`config.mk`:
```
export PLATFORM = sky130hd
export DESIGN_NAME = irq_prio_ctrl
export DESIGN_NICKNAME = d
export VERILOG_FILES = /design/src/rtl/irq_pkg.sv /design/src/rtl/irq_regs.sv /design/src/rtl/irq_arbiter.sv /design/src/rtl/irq_nest_stack.sv /design/src/rtl/irq_prio_ctrl.sv
export SDC_FILE = /design/constraint.sdc
export NUM_CORES = 1
export LEC_CHECK = 0
export ABC_CLOCK_PERIOD_IN_PS = 52300
export BUFFER_PORTS_ARGS = -buffer_cell sky130_fd_sc_hd__buf_2
export CAP_MARGIN = 20
export CORE_MARGIN = 2
export CORE_UTILIZATION = 55
export CTS_CLUSTER_SIZE = 24
export DETAILED_ROUTE_END_ITERATION = 10
export PLACE_DENSITY = 0.76
export SLEW_MARGIN = 40
export SYNTH_ARGS = -nofsm -noshare
export SYNTH_HDL_FRONTEND = slang
export SYNTH_SLANG_ARGS = --single-unit
```
`constraint.sdc`:
```
create_clock -name clk_i -period 52.3 [get_ports clk_i]
set_clock_uncertainty 0.1 [all_clocks]
set_input_delay 10.46 -clock clk_i [delete_from_list [all_inputs] [get_ports clk_i]]
set_output_delay 10.46 -clock clk_i [all_outputs]
set_load 0.03 [all_outputs]
```
`src/rtl/irq_pkg.sv`:
```
package irq_pkg;
  localparam int unsigned BUS_W   = 32;
  localparam int unsigned STRB_W  = BUS_W / 8;
  localparam int unsigned FLD_PER = 4;

  // word indices (byte offset >> 2)
  localparam int unsigned W_SETEN = 'h000 >> 2;
  localparam int unsigned W_CLREN = 'h080 >> 2;
  localparam int unsigned W_SETPD = 'h100 >> 2;
  localparam int unsigned W_CLRPD = 'h180 >> 2;
  localparam int unsigned W_PRIO  = 'h300 >> 2;

  typedef enum logic [2:0] {
    RS_NONE, RS_SETEN, RS_CLREN, RS_SETPD, RS_CLRPD, RS_PRIO
  } rsel_e;

  function automatic logic [BUS_W-1:0] low_mask(int unsigned pw);
    logic [BUS_W-1:0] m;
    m = '0;
    for (int j = 0; j < int'(FLD_PER); j++) m[j*8 +: 8] = 8'hFF >> pw;
    return m;
  endfunction
endpackage

```
`src/rtl/irq_regs.sv`:
```
module irq_regs
  import irq_pkg::*;
#(
  parameter int unsigned NUM_IRQ = 32,
  parameter int unsigned PRIO_W  = 2,
  parameter int unsigned ADDR_W  = 10
) (
  input  logic                      clk_i,
  input  logic                      rst_ni,
  input  logic [ADDR_W-1:0]         addr_i,
  input  logic [BUS_W-1:0]          wdata_i,
  input  logic [STRB_W-1:0]         wstrb_i,
  input  logic                      we_i,
  input  logic                      re_i,
  output logic [BUS_W-1:0]          rdata_o,
  input  logic [NUM_IRQ-1:0]        irq_i,
  input  logic [NUM_IRQ-1:0]        ack_clr_i,
  output logic [NUM_IRQ-1:0]        en_o,
  output logic [NUM_IRQ-1:0]        pend_o,
  output logic [NUM_IRQ*PRIO_W-1:0] prio_o
);
  localparam int unsigned NREG   = (NUM_IRQ + FLD_PER - 1) / FLD_PER;
  localparam int unsigned PREG_W = (NREG > 1) ? $clog2(NREG) : 1;
  localparam int unsigned WIDX_W = ADDR_W - 2;

  logic [WIDX_W-1:0]  widx;
  logic [PREG_W-1:0]  preg;
  rsel_e              sel;
  logic               wr_ok;
  logic [NUM_IRQ-1:0] en_q, pend_q, irq_q, wmask, edge_set;
  logic [PRIO_W-1:0]  prio_q [NUM_IRQ];
  logic [BUS_W-1:0]   rd;

  assign widx  = addr_i[ADDR_W-1:2];
  assign wr_ok = we_i && (wstrb_i == '1);
  assign wmask = wdata_i[NUM_IRQ-1:0];

  always_comb begin
    sel  = RS_NONE;
    preg = '0;
    if (widx == WIDX_W'(W_SETEN))      sel = RS_SETEN;
    else if (widx == WIDX_W'(W_CLREN)) sel = RS_CLREN;
    else if (widx == WIDX_W'(W_SETPD)) sel = RS_SETPD;
    else if (widx == WIDX_W'(W_CLRPD)) sel = RS_CLRPD;
    else if (widx >= WIDX_W'(W_PRIO) && widx < WIDX_W'(W_PRIO + NREG)) begin
      sel  = RS_PRIO;
      preg = PREG_W'(widx - WIDX_W'(W_PRIO));
    end
  end

  assign edge_set = irq_i & ~irq_q;

  always_ff @(posedge clk_i or negedge rst_ni) begin
    if (!rst_ni) begin
      en_q   <= '0;
      pend_q <= '0;
      irq_q  <= '0;
    end else begin
      irq_q <= irq_i;
      if (wr_ok && sel == RS_SETEN) en_q <= en_q | wmask;
      else if (wr_ok && sel == RS_CLREN) en_q <= en_q & ~wmask;
      pend_q <= (pend_q & ~ack_clr_i
                 & ~((wr_ok && sel == RS_CLRPD) ? wmask : '0))
                | ((wr_ok && sel == RS_SETPD) ? wmask : '0)
                | edge_set;
    end
  end

  for (genvar g = 0; g < int'(NUM_IRQ); g++) begin : g_fld
    localparam int unsigned REG = g / FLD_PER;
    localparam int unsigned MSB = (g % FLD_PER) * 8 + 7;
    always_ff @(posedge clk_i or negedge rst_ni) begin
      if (!rst_ni) prio_q[g] <= '0;
      else if (wr_ok && sel == RS_PRIO && preg == PREG_W'(REG))
        prio_q[g] <= wdata_i[MSB -: PRIO_W];
    end
    assign prio_o[g*PRIO_W +: PRIO_W] = prio_q[g];
  end

  always_comb begin
    rd = '0;
    unique case (sel)
      RS_SETEN, RS_CLREN: rd[NUM_IRQ-1:0] = en_q;
      RS_SETPD, RS_CLRPD: rd[NUM_IRQ-1:0] = pend_q;
      RS_PRIO: begin
        for (int j = 0; j < int'(FLD_PER); j++) begin
          if (int'(preg) * int'(FLD_PER) + j < int'(NUM_IRQ))
            rd[j*8+7 -: PRIO_W] = prio_q[int'(preg) * int'(FLD_PER) + j];
        end
      end
      default: rd = '0;
    endcase
  end

  assign rdata_o = re_i ? rd : '0;
  assign en_o    = en_q;
  assign pend_o  = pend_q;
endmodule

```
`src/rtl/irq_arbiter.sv`:
```
module irq_arbiter #(
  parameter int unsigned NUM_IRQ = 32,
  parameter int unsigned PRIO_W  = 2,
  localparam int unsigned NUM_W  = $clog2(NUM_IRQ)
) (
  input  logic [NUM_IRQ-1:0]        cand_i,
  input  logic [NUM_IRQ*PRIO_W-1:0] prio_i,
  output logic                      vld_o,
  output logic [NUM_W-1:0]          num_o,
  output logic [PRIO_W-1:0]         prio_o
);
  logic [PRIO_W-1:0] best;

  // descending scan with <= lets the lower index win a tie
  always_comb begin
    vld_o = 1'b0;
    num_o = '0;
    best  = '1;
    for (int i = int'(NUM_IRQ) - 1; i >= 0; i--) begin
      if (cand_i[i] && (!vld_o || prio_i[i*PRIO_W +: PRIO_W] <= best)) begin
        vld_o = 1'b1;
        num_o = NUM_W'(i);
        best  = prio_i[i*PRIO_W +: PRIO_W];
      end
    end
    prio_o = vld_o ? best : '0;
  end
endmodule

```
`src/rtl/irq_nest_stack.sv`:
```
module irq_nest_stack #(
  parameter int unsigned PRIO_W = 2,
  localparam int unsigned DEPTH = 1 << PRIO_W,
  localparam int unsigned CNT_W = $clog2(DEPTH + 1)
) (
  input  logic              clk_i,
  input  logic              rst_ni,
  input  logic              push_i,
  input  logic              pop_i,
  input  logic [PRIO_W-1:0] lvl_i,
  output logic [CNT_W-1:0]  depth_o,
  output logic              thr_vld_o,
  output logic [PRIO_W-1:0] thr_o
);
  logic [CNT_W-1:0]  depth_q;
  logic [PRIO_W-1:0] lvl_q [DEPTH];

  always_ff @(posedge clk_i or negedge rst_ni) begin
    if (!rst_ni) begin
      depth_q <= '0;
    end else if (pop_i) begin
      if (depth_q != '0) depth_q <= depth_q - CNT_W'(1);
    end else if (push_i && depth_q < CNT_W'(DEPTH)) begin
      depth_q <= depth_q + CNT_W'(1);
    end
  end

  for (genvar s = 0; s < int'(DEPTH); s++) begin : g_slot
    always_ff @(posedge clk_i or negedge rst_ni) begin
      if (!rst_ni) lvl_q[s] <= '0;
      else if (push_i && !pop_i && depth_q == CNT_W'(s)) lvl_q[s] <= lvl_i;
    end
  end

  always_comb begin
    thr_o = '0;
    for (int i = 0; i < int'(DEPTH); i++)
      if (depth_q == CNT_W'(i + 1)) thr_o = lvl_q[i];
  end

  assign thr_vld_o = (depth_q != '0);
  assign depth_o   = depth_q;
endmodule

```
`src/rtl/irq_prio_ctrl.sv`:
```
module irq_prio_ctrl
  import irq_pkg::*;
#(
  parameter int unsigned NUM_IRQ = 32,
  parameter int unsigned PRIO_W  = 2,
  parameter int unsigned ADDR_W  = 10,
  localparam int unsigned NUM_W  = $clog2(NUM_IRQ)
) (
  input  logic               clk_i,
  input  logic               rst_ni,
  input  logic [ADDR_W-1:0]  addr_i,
  input  logic [BUS_W-1:0]   wdata_i,
  input  logic [STRB_W-1:0]  wstrb_i,
  input  logic               we_i,
  input  logic               re_i,
  output logic [BUS_W-1:0]   rdata_o,
  input  logic [NUM_IRQ-1:0] irq_i,
  input  logic               ack_i,
  input  logic               eoi_i,
  output logic               irq_req_o,
  output logic [NUM_W-1:0]   irq_num_o,
  output logic [PRIO_W-1:0]  irq_prio_o
);
  localparam int unsigned CNT_W = $clog2((1 << PRIO_W) + 1);

  logic [NUM_IRQ-1:0]        en_q, pend_q, ack_clr;
  logic [NUM_IRQ*PRIO_W-1:0] prio_flat;
  logic                      win_vld, thr_vld, push;
  logic [NUM_W-1:0]          win_num;
  logic [PRIO_W-1:0]         win_prio, thr;
  logic [CNT_W-1:0]          depth;

  irq_regs #(.NUM_IRQ(NUM_IRQ), .PRIO_W(PRIO_W), .ADDR_W(ADDR_W)) u_regs (
    .clk_i, .rst_ni, .addr_i, .wdata_i, .wstrb_i, .we_i, .re_i, .rdata_o,
    .irq_i, .ack_clr_i(ack_clr), .en_o(en_q), .pend_o(pend_q), .prio_o(prio_flat)
  );

  irq_arbiter #(.NUM_IRQ(NUM_IRQ), .PRIO_W(PRIO_W)) u_arb (
    .cand_i(en_q & pend_q), .prio_i(prio_flat),
    .vld_o(win_vld), .num_o(win_num), .prio_o(win_prio)
  );

  irq_nest_stack #(.PRIO_W(PRIO_W)) u_stack (
    .clk_i, .rst_ni, .push_i(push), .pop_i(eoi_i), .lvl_i(win_prio),
    .depth_o(depth), .thr_vld_o(thr_vld), .thr_o(thr)
  );

  assign irq_req_o  = win_vld && (!thr_vld || win_prio < thr);
  assign irq_num_o  = win_num;
  assign irq_prio_o = win_prio;
  assign push       = ack_i && irq_req_o && !eoi_i;
  assign ack_clr    = push ? (NUM_IRQ'(1) << win_num) : '0;
endmodule

```
==> results.py, run 1 <==
metrics = {
    "clocking": {
        "hold_buffers": 0,
        "cts_root_buffer": "clkbuf_16",
        "cts.sink_count": 171,
        "clock_latency_ns": 0.46,
        "tritoncts": "yes",
        "cts_made_buffers": 17,
        "clk_pin_slew_ns": 0.08,
        "clock_tree.htree_level_count": 4,
        "number_of_buffers_between_clock_root_and_the_deepest_sink": 2,
    },
    "place": {
        "gp_congestion": 0.983,
        "placement.setup.worst_slack_ns": -0.660,
        "hpwlAfterDp_um": 32000,
        "dpl-instance-area_mm2": 0.0141,
        "port-buffer-count": 121,
        "placedCellCount": 1920,
    },
    "synth": {
        "ys_seq_area_share_pct": 35.2,
        "synth_edf_count": 0,
        "synth_cell_types": 93,
        "net_count_of_the_mapped_netlist": 1565,
        "netlist_top_cells_count": "177 x nand2_1, 171 x dfrtp_1, 114 x nor2_1",
        "async_reset_ff_share_pct": 100,
        "syn_area_mm2": 0.0121,
        "synth_top_cells_by_area": "dfrtp_1 35%, ha_1 7.1%, nand2_1 5.5%",
        "yosys.area.top_type": "dfrtp_1",
        "ys_warn_count": 0,
        "synth_ff_type": "dfrtp_1",
        "netlist_instances": 1412,
        "synth.ff_latch_count": 171,
        "synthesis.area_per_instance_um2": 8.60,
        "synth_most_common_cell": "nand2_1",
        "yosys.area.top_type_share_pct": 35.2,
    },
    "worst_setup_path": {
        "reg2reg_depth": 225,
        "critPathMaxStageDelay_ns": 0.42,
        "setup.worst_path.start_class": "flop",
        "r2r-end": "u_regs.pend_o[11]",
        "critical_path.startpoint": "u_regs.pend_o[31]",
        "path_common_cell": "ha_1",
        "worst_ep_required_time_ns": 41.74,
        "reg_to_reg_start": "u_regs.pend_o[31]",
        "timing.critical_path.arrival_ns": 40.32,
        "r2r_slack_ns": 11.21,
        "path_class": "flop to output port",
        "setup.worst_path.end": "irq_req_o",
        "critPathCaptureType": "output port",
        "timing.critical_path.slowest_stage_cell": "dfrtp_1",
        "crit_path_max_fanout": 8,
    },
    "drt": {
        "dr.first_iter.drc_count": 1304,
        "drt-wirelength-per-cell_um": 22.0,
        "wl_um": 43700,
        "detail_route.first_pass.iterations": 6,
        "drt.antenna.violating_nets": 0,
        "drt-vias-per-instance": 6.36,
        "remaining_drc_errors": 0,
        "via_count": 12700,
    },
    "sta": {
        "finalCritPeriodShare_pct": 97.3,
        "worst_slew_pin_tran_ns": 0.863,
        "setup_violations": 0,
        "final_max_slew_viol_count": 0,
        "hold_slack_ns": 0.411,
        "timing.final.crit_period_ns": 50.88,
        "max-slew-margin-rel_pct": 42.5,
        "fmax_mhz": 19.7,
        "hold_viol": 0,
        "finalWorstSetupSlack_ns": 1.42,
        "tns_ns": 0,
    },
    "pwr": {
        "ir_drop_mv": 0.0212,
        "power_switching_share_pct": 33.8,
        "net-switching-power_w": 0.000122,
        "combinational_power_share_pct": 24.9,
        "p_seq_share_pct": 38.5,
        "share_clk_of_total_power_pct": 36.6,
        "intPower_w": 0.000239,
        "leakagePower_nw": 7.39,
        "power.density_mw_per_mm2": 23.2,
    },
    "run_status": {
        "run_status": "finished, final reports clean",
    },
    "global_routing": {
        "grt_overflow": 0,
        "grt_pass1_wl_um": 66200,
        "grt_max_degree": 112,
        "number_of_global_route_vias_before_repair": 11900,
        "initial_antenna_violation_count": 0,
        "grt.total_usage_pct": 36.3,
    },
    "cells_and_area": {
        "fin_cells": 1991,
        "layout-area-overhead-vs-synth_pct": 28.2,
        "nets": 1851,
        "antenna_cells": 0,
        "fin_area_mm2": 0.0156,
        "drive_gt1_share_pct": 32.6,
    },
    "floorplan": {
        "site_rows": 54,
        "initial_core_util_pct": 55.8,
        "floorplan.die.height_um": 153,
        "fp.dieArea_mm2": 0.0233,
        "die_w_um": 153,
        "core-area_mm2": 0.0218,
        "ios": 124,
    },
    "min_path": {
        "hp-class": "flop to flop",
        "min_from": "u_stack.lvl_q[1]",
    },
    "flow_run": {
        "cap_violations": 0,
    },
}
## critical path: cells and delay by family, from the launching register on
| kind | cells | cell delay, ns |
|---|---|---|
| fa+ha+maj | 32 | 8.57 |
| mux | 11 | 3.37 |
| flops | 1 | 0.42 |
| buf+inv | 21 | 3.34 |
| simple gates | 71 | 10.23 |
| compound gates | 88 | 13.90 |
## power by group through the flow
stage	clock, W	sequential (W)	combinational, W
floorplan	0	0.000140	0.0000456
global placement	0	0.000141	0.0000766
detailed placement	0	0.000141	0.0000786
CTS	0.000133	0.000139	0.0000803
global route	0.000138	0.000139	0.0000974
finish	0.000132	0.000139	0.0000898
## cell type report
| type | count | area [um^2] |
|---|---|---|
| clock buffers | 17 | 425 |
| multi-input cells | 1130 | 7960 |
| flip-flops and latches | 171 | 4280 |
| repair buffers | 328 | 2200 |
| clock inverters | 15 | 168 |
| inverters | 50 | 188 |
| fillers | 1707 | 6190 |
| well taps | 280 | 350 |
## layer usage
| layer | global-route usage (%) | share of wire, % | wire [um] |
|---|---|---|---|
| met5 | 0 | 0 | 0 |
| met3 | 7.99 | 10 | 4560 |
| met1 | 51.6 | 42 | 18300 |
| met2 | 54.6 | 44 | 19200 |
| met4 | 13.1 | 3.7 | 1640 |
## worst min-delay path by stage
stage                       endpoint  cells past startpoint  slack (ns)
floorplan           u_stack.lvl_q[3]                      1        0.38
global placement    u_stack.lvl_q[0]                      1        0.39
detailed placement  u_stack.lvl_q[1]                      1        0.40
CTS                 u_stack.lvl_q[1]                      1        0.41
global route        u_stack.lvl_q[5]                      1        0.44
finish              u_stack.lvl_q[1]                      1        0.41
## cell families after synthesis
family | Yosys count | share of synthesized area, %
simple gates | 513 | 20.7
xor+xnor | 1 | 0.0721
fa+ha+maj | 69 | 7.11
mux | 105 | 9.31
compound gates | 442 | 24.0
buf+inv | 111 | 3.61
flops | 171 | 35.2
## placed cells by master, fill, tap and decap left out, types with 8 or more instances in the layout
master and count:
nor2_2 19, buf_2 119, o21ai_2 12, nand3_1 31, nor2b_1 63, inv_1 49, clkbuf_16 17, dfrtp_1 171
a21oi_1 95, o21a_1 15, a22oi_1 9, a211oi_1 8, nand2_1 173, buf_4 203, o21ai_0 67, nor4_1 9
nor2_1 93, a21oi_2 14, o211ai_1 9, a21o_1 9, mux2i_1 48, and2_1 13, mux2_2 49, a21boi_0 22
a31oi_1 61, nand2b_1 12, nor3_1 16, nand4_1 8, ha_1 68, o21ai_1 22, or2_2 8
## timing repair
action,in CTS,in global routing
pin swaps,4,58
gates resized for setup,25,118
setup endpoints to repair,8,8
buffers inserted,3,34
## stage by stage
step           power (W)  utilization (%)
6_report        0.000361             71.6
5_1_grt         0.000374             71.6
4_1_cts         0.000351             68.2
3_5_place_dp    0.000220             65.0
3_3_place_gp    0.000218             65.0
2_1_floorplan   0.000185                -
Power figures use the tool's default switching activity.
==> run 2, diff against run 1 <==
- ABC_AREA: not set -> 1
- CORE_UTILIZATION: 55 -> 54
- PLACE_DENSITY: 0.76 -> 0.75
==> results.py, run 2 <==
metrics = {
    "pwr": {
        "combinational_power_share_pct": 19.0,
        "intPower_w": 0.000219,
        "p_seq_share_pct": 42.0,
        "power_switching_share_pct": 33.2,
        "leakagePower_nw": 6.99,
        "share_clk_of_total_power_pct": 39.0,
        "power.density_mw_per_mm2": 25.0,
        "ir_drop_mv": 0.0369,
        "net-switching-power_w": 0.000109,
    },
    "clocking": {
        "cts_made_buffers": 17,
        "number_of_buffers_between_clock_root_and_the_deepest_sink": 2,
        "cts.sink_count": 171,
        "cts_root_buffer": "clkbuf_16",
        "clock_latency_ns": 0.44,
        "clock_tree.htree_level_count": 4,
        "postCtsResizedCells": 0,
        "cts_post_setup_buffers_inserted": 0,
        "tritoncts": "yes",
        "clk_pin_slew_ns": 0.07,
        "hold_buffers": 0,
    },
    "place": {
        "port-buffer-count": 121,
        "placedCellCount": 2023,
        "hpwlAfterDp_um": 26000,
        "gp_congestion": 0.995,
    },
    "floorplan": {
        "core-area_mm2": 0.0216,
        "ios": 124,
        "die_w_um": 152,
        "fp.dieArea_mm2": 0.0230,
        "floorplan.die.height_um": 152,
        "initial_core_util_pct": 54.5,
        "site_rows": 54,
    },
    "global_routing": {
        "grt_max_degree": 74,
        "grt_overflow": 0,
        "initial_antenna_violation_count": 0,
        "number_of_global_route_vias_before_repair": 10500,
        "grt_pass1_wl_um": 54800,
        "grt.total_usage_pct": 31.0,
    },
    "sta": {
        "hold_viol": 0,
        "tns_ns": 0,
        "finalCritPeriodShare_pct": 82.2,
        "final_max_slew_viol_count": 0,
        "setup_violations": 0,
        "fmax_mhz": 23.3,
        "worst_slew_pin_tran_ns": 0.807,
        "timing.final.crit_period_ns": 42.97,
        "grt_setup_unrepaired": "false",
        "max-slew-margin-rel_pct": 46.0,
    },
    "synth": {
        "net_count_of_the_mapped_netlist": 1820,
        "synthesized_area_fraction_occupied_by_ao_oa_aoi_and_oai_cells_pct": 15.8,
        "yosys.area.top_type_share_pct": 36.3,
        "synth_edf_count": 0,
        "synth_ff_type": "dfrtp_1",
        "yosys.area.top_type": "dfrtp_1",
        "yosys.area_share.simple_pct": 28.4,
        "synth_top_cells_by_area": "dfrtp_1 36%, nand2_1 14%, inv_1 8.4%",
        "ys_warn_count": 0,
        "synth.ff_latch_count": 171,
        "synth.area.mux_share_pct": 0,
        "ys_seq_area_share_pct": 36.3,
        "async_reset_ff_share_pct": 100,
        "main_combinational_cell_family_by_area_after_synthesis": "simple AND/OR/NAND/NOR gates",
        "syn_area_mm2": 0.0118,
        "synth_cell_types": 49,
        "synth_most_common_cell": "nand2_1",
        "netlist_instances": 1667,
        "synth_fa_ha_area_share_pct": 7.33,
        "synthXorXnorAreaFrac_pct": 0.149,
        "netlist_top_cells_count": "448 x nand2_1, 265 x inv_1, 171 x dfrtp_1",
        "synthesis.area_per_instance_um2": 7.06,
    },
    "cells_and_area": {
        "fin_cells": 2055,
        "layout-area-overhead-vs-synth_pct": 11.4,
        "fillers": 1991,
        "antenna_cells": 0,
        "drive_gt1_share_pct": 13.2,
        "layout_common_cells": "448 x nand2_1, 265 x inv_1, 171 x dfrtp_1",
        "mostFrequentLayoutCell": "nand2_1",
        "nets": 1915,
        "fin_util_pct": 60.7,
    },
    "worst_setup_path": {
        "critPathMaxStageDelay_ns": 0.45,
        "r2r-end": "u_regs.pend_o[24]",
        "path_common_cell": "nand2_1",
        "worst_ep_required_time_ns": 41.74,
        "setup.worst_path.start_class": "flop",
        "crit_path_max_fanout": 7,
        "reg2reg_depth": 242,
        "reg_to_reg_start": "u_regs.pend_o[31]",
        "critPathCaptureType": "output port",
        "timing.critical_path.arrival_ns": 32.41,
        "path_class": "flop to output port",
        "timing.critical_path.slowest_stage_cell": "dfrtp_1",
        "r2r_slack_ns": 19.92,
    },
    "run_status": {
        "run_status": "finished, final reports clean",
    },
    "drt": {
        "drt-vias-per-instance": 5.61,
        "via_count": 11500,
        "drt.antenna.violating_nets": 0,
        "remaining_drc_errors": 0,
        "dr.first_iter.drc_count": 1180,
        "detail_route.first_pass.iterations": 8,
        "wl_um": 34600,
        "drt-wirelength-per-cell_um": 16.8,
    },
    "min_path": {
        "hp-class": "flop to flop",
        "min_from": "u_regs.prio_o[36]",
        "holdPathEnd": "u_regs.prio_o[36]",
        "hold_path_depth": 2,
    },
    "flow_run": {
        "cap_violations": 0,
    },
}
## run 2: cell families (layout without fill, tap and decap cells)
family	count (synthesis)	after routing
and+or+nand+nor	748	748
buffers and inverters	340	448
AOI/OAI and AO/OA	337	337
DFF	171	171
adders and majority gates	69	69
xor gates and xnor gates	2	2
## run 2: per-layer routing
layer,track usage (%),share of wire (%),routed length (um),vias to the layer above
met5,0,0,0,-
met1,44.3,43,14700,5338
met2,49.4,46,15900,505
met4,8.66,2.3,806,0
met3,4.58,9.1,3140,69
li1,-,-,-,5615
## run 2: worst max-delay path: cells and delay by family (launching register included)
kind | cells | cell delay, ns
buffers and inverters | 33 | 2.79
AND/OR/NAND/NOR | 114 | 12.86
adder cells (fa/ha/maj) | 32 | 8.71
flip-flops | 1 | 0.45
AO/OA/AOI/OAI | 61 | 7.10
## run 2: worst max-delay path by stage
stage	cells after the start	slack (ns)	startpoint	endpoint
3_3_place_gp	240	10.86	u_regs.pend_o[31]	irq_req_o
4_1_cts	240	9.66	u_regs.pend_o[31]	irq_req_o
6_report	240	9.33	u_regs.pend_o[31]	irq_req_o
5_1_grt	239	6.06	u_regs.pend_o[31]	irq_req_o
3_5_place_dp	240	10.26	u_regs.pend_o[31]	irq_req_o
2_1_floorplan	239	12.99	u_regs.pend_o[31]	irq_req_o
## run 2: final cells by class
type | instances | area (um^2) | area share [%]
clock buffer | 18 | 439 | 3.35
clock inverter | 14 | 150 | 1.14
inverter | 283 | 1060 | 8.11
multi-input combinational | 1156 | 6110 | 46.6
sequential | 171 | 4280 | 32.6
tap | 280 | 350 | 2.67
timing repair buffer | 133 | 729 | 5.56
## run 2: power by group through the flow
| stage | combinational [W] | sequential, W | clock (W) |
|---|---|---|---|
| 2_1_floorplan | 0.0000528 | 0.000139 | 0 |
| 3_3_place_gp | 0.0000596 | 0.000140 | 0 |
| 3_5_place_dp | 0.0000614 | 0.000140 | 0 |
| 4_1_cts | 0.0000621 | 0.000137 | 0.000128 |
| 5_1_grt | 0.0000702 | 0.000138 | 0.000134 |
| 6_report | 0.0000622 | 0.000137 | 0.000128 |
## run 2: through the flow
| step | area [um^2] | setup slack [ns] | hold slack [ns] | power [W] |
|---|---|---|---|---|
| 5_1_grt | 13100 | 6.06 | 0.423 | 0.000342 |
| 3_5_place_dp | 12500 | 10.26 | 0.376 | 0.000201 |
| 2_1_floorplan | 11800 | 12.99 | 0.353 | 0.000192 |
| 4_1_cts | 13100 | 9.66 | 0.395 | 0.000328 |
| 6_report | 13100 | 9.33 | 0.395 | 0.000327 |
| 3_3_place_gp | 12500 | 10.86 | 0.368 | 0.000199 |
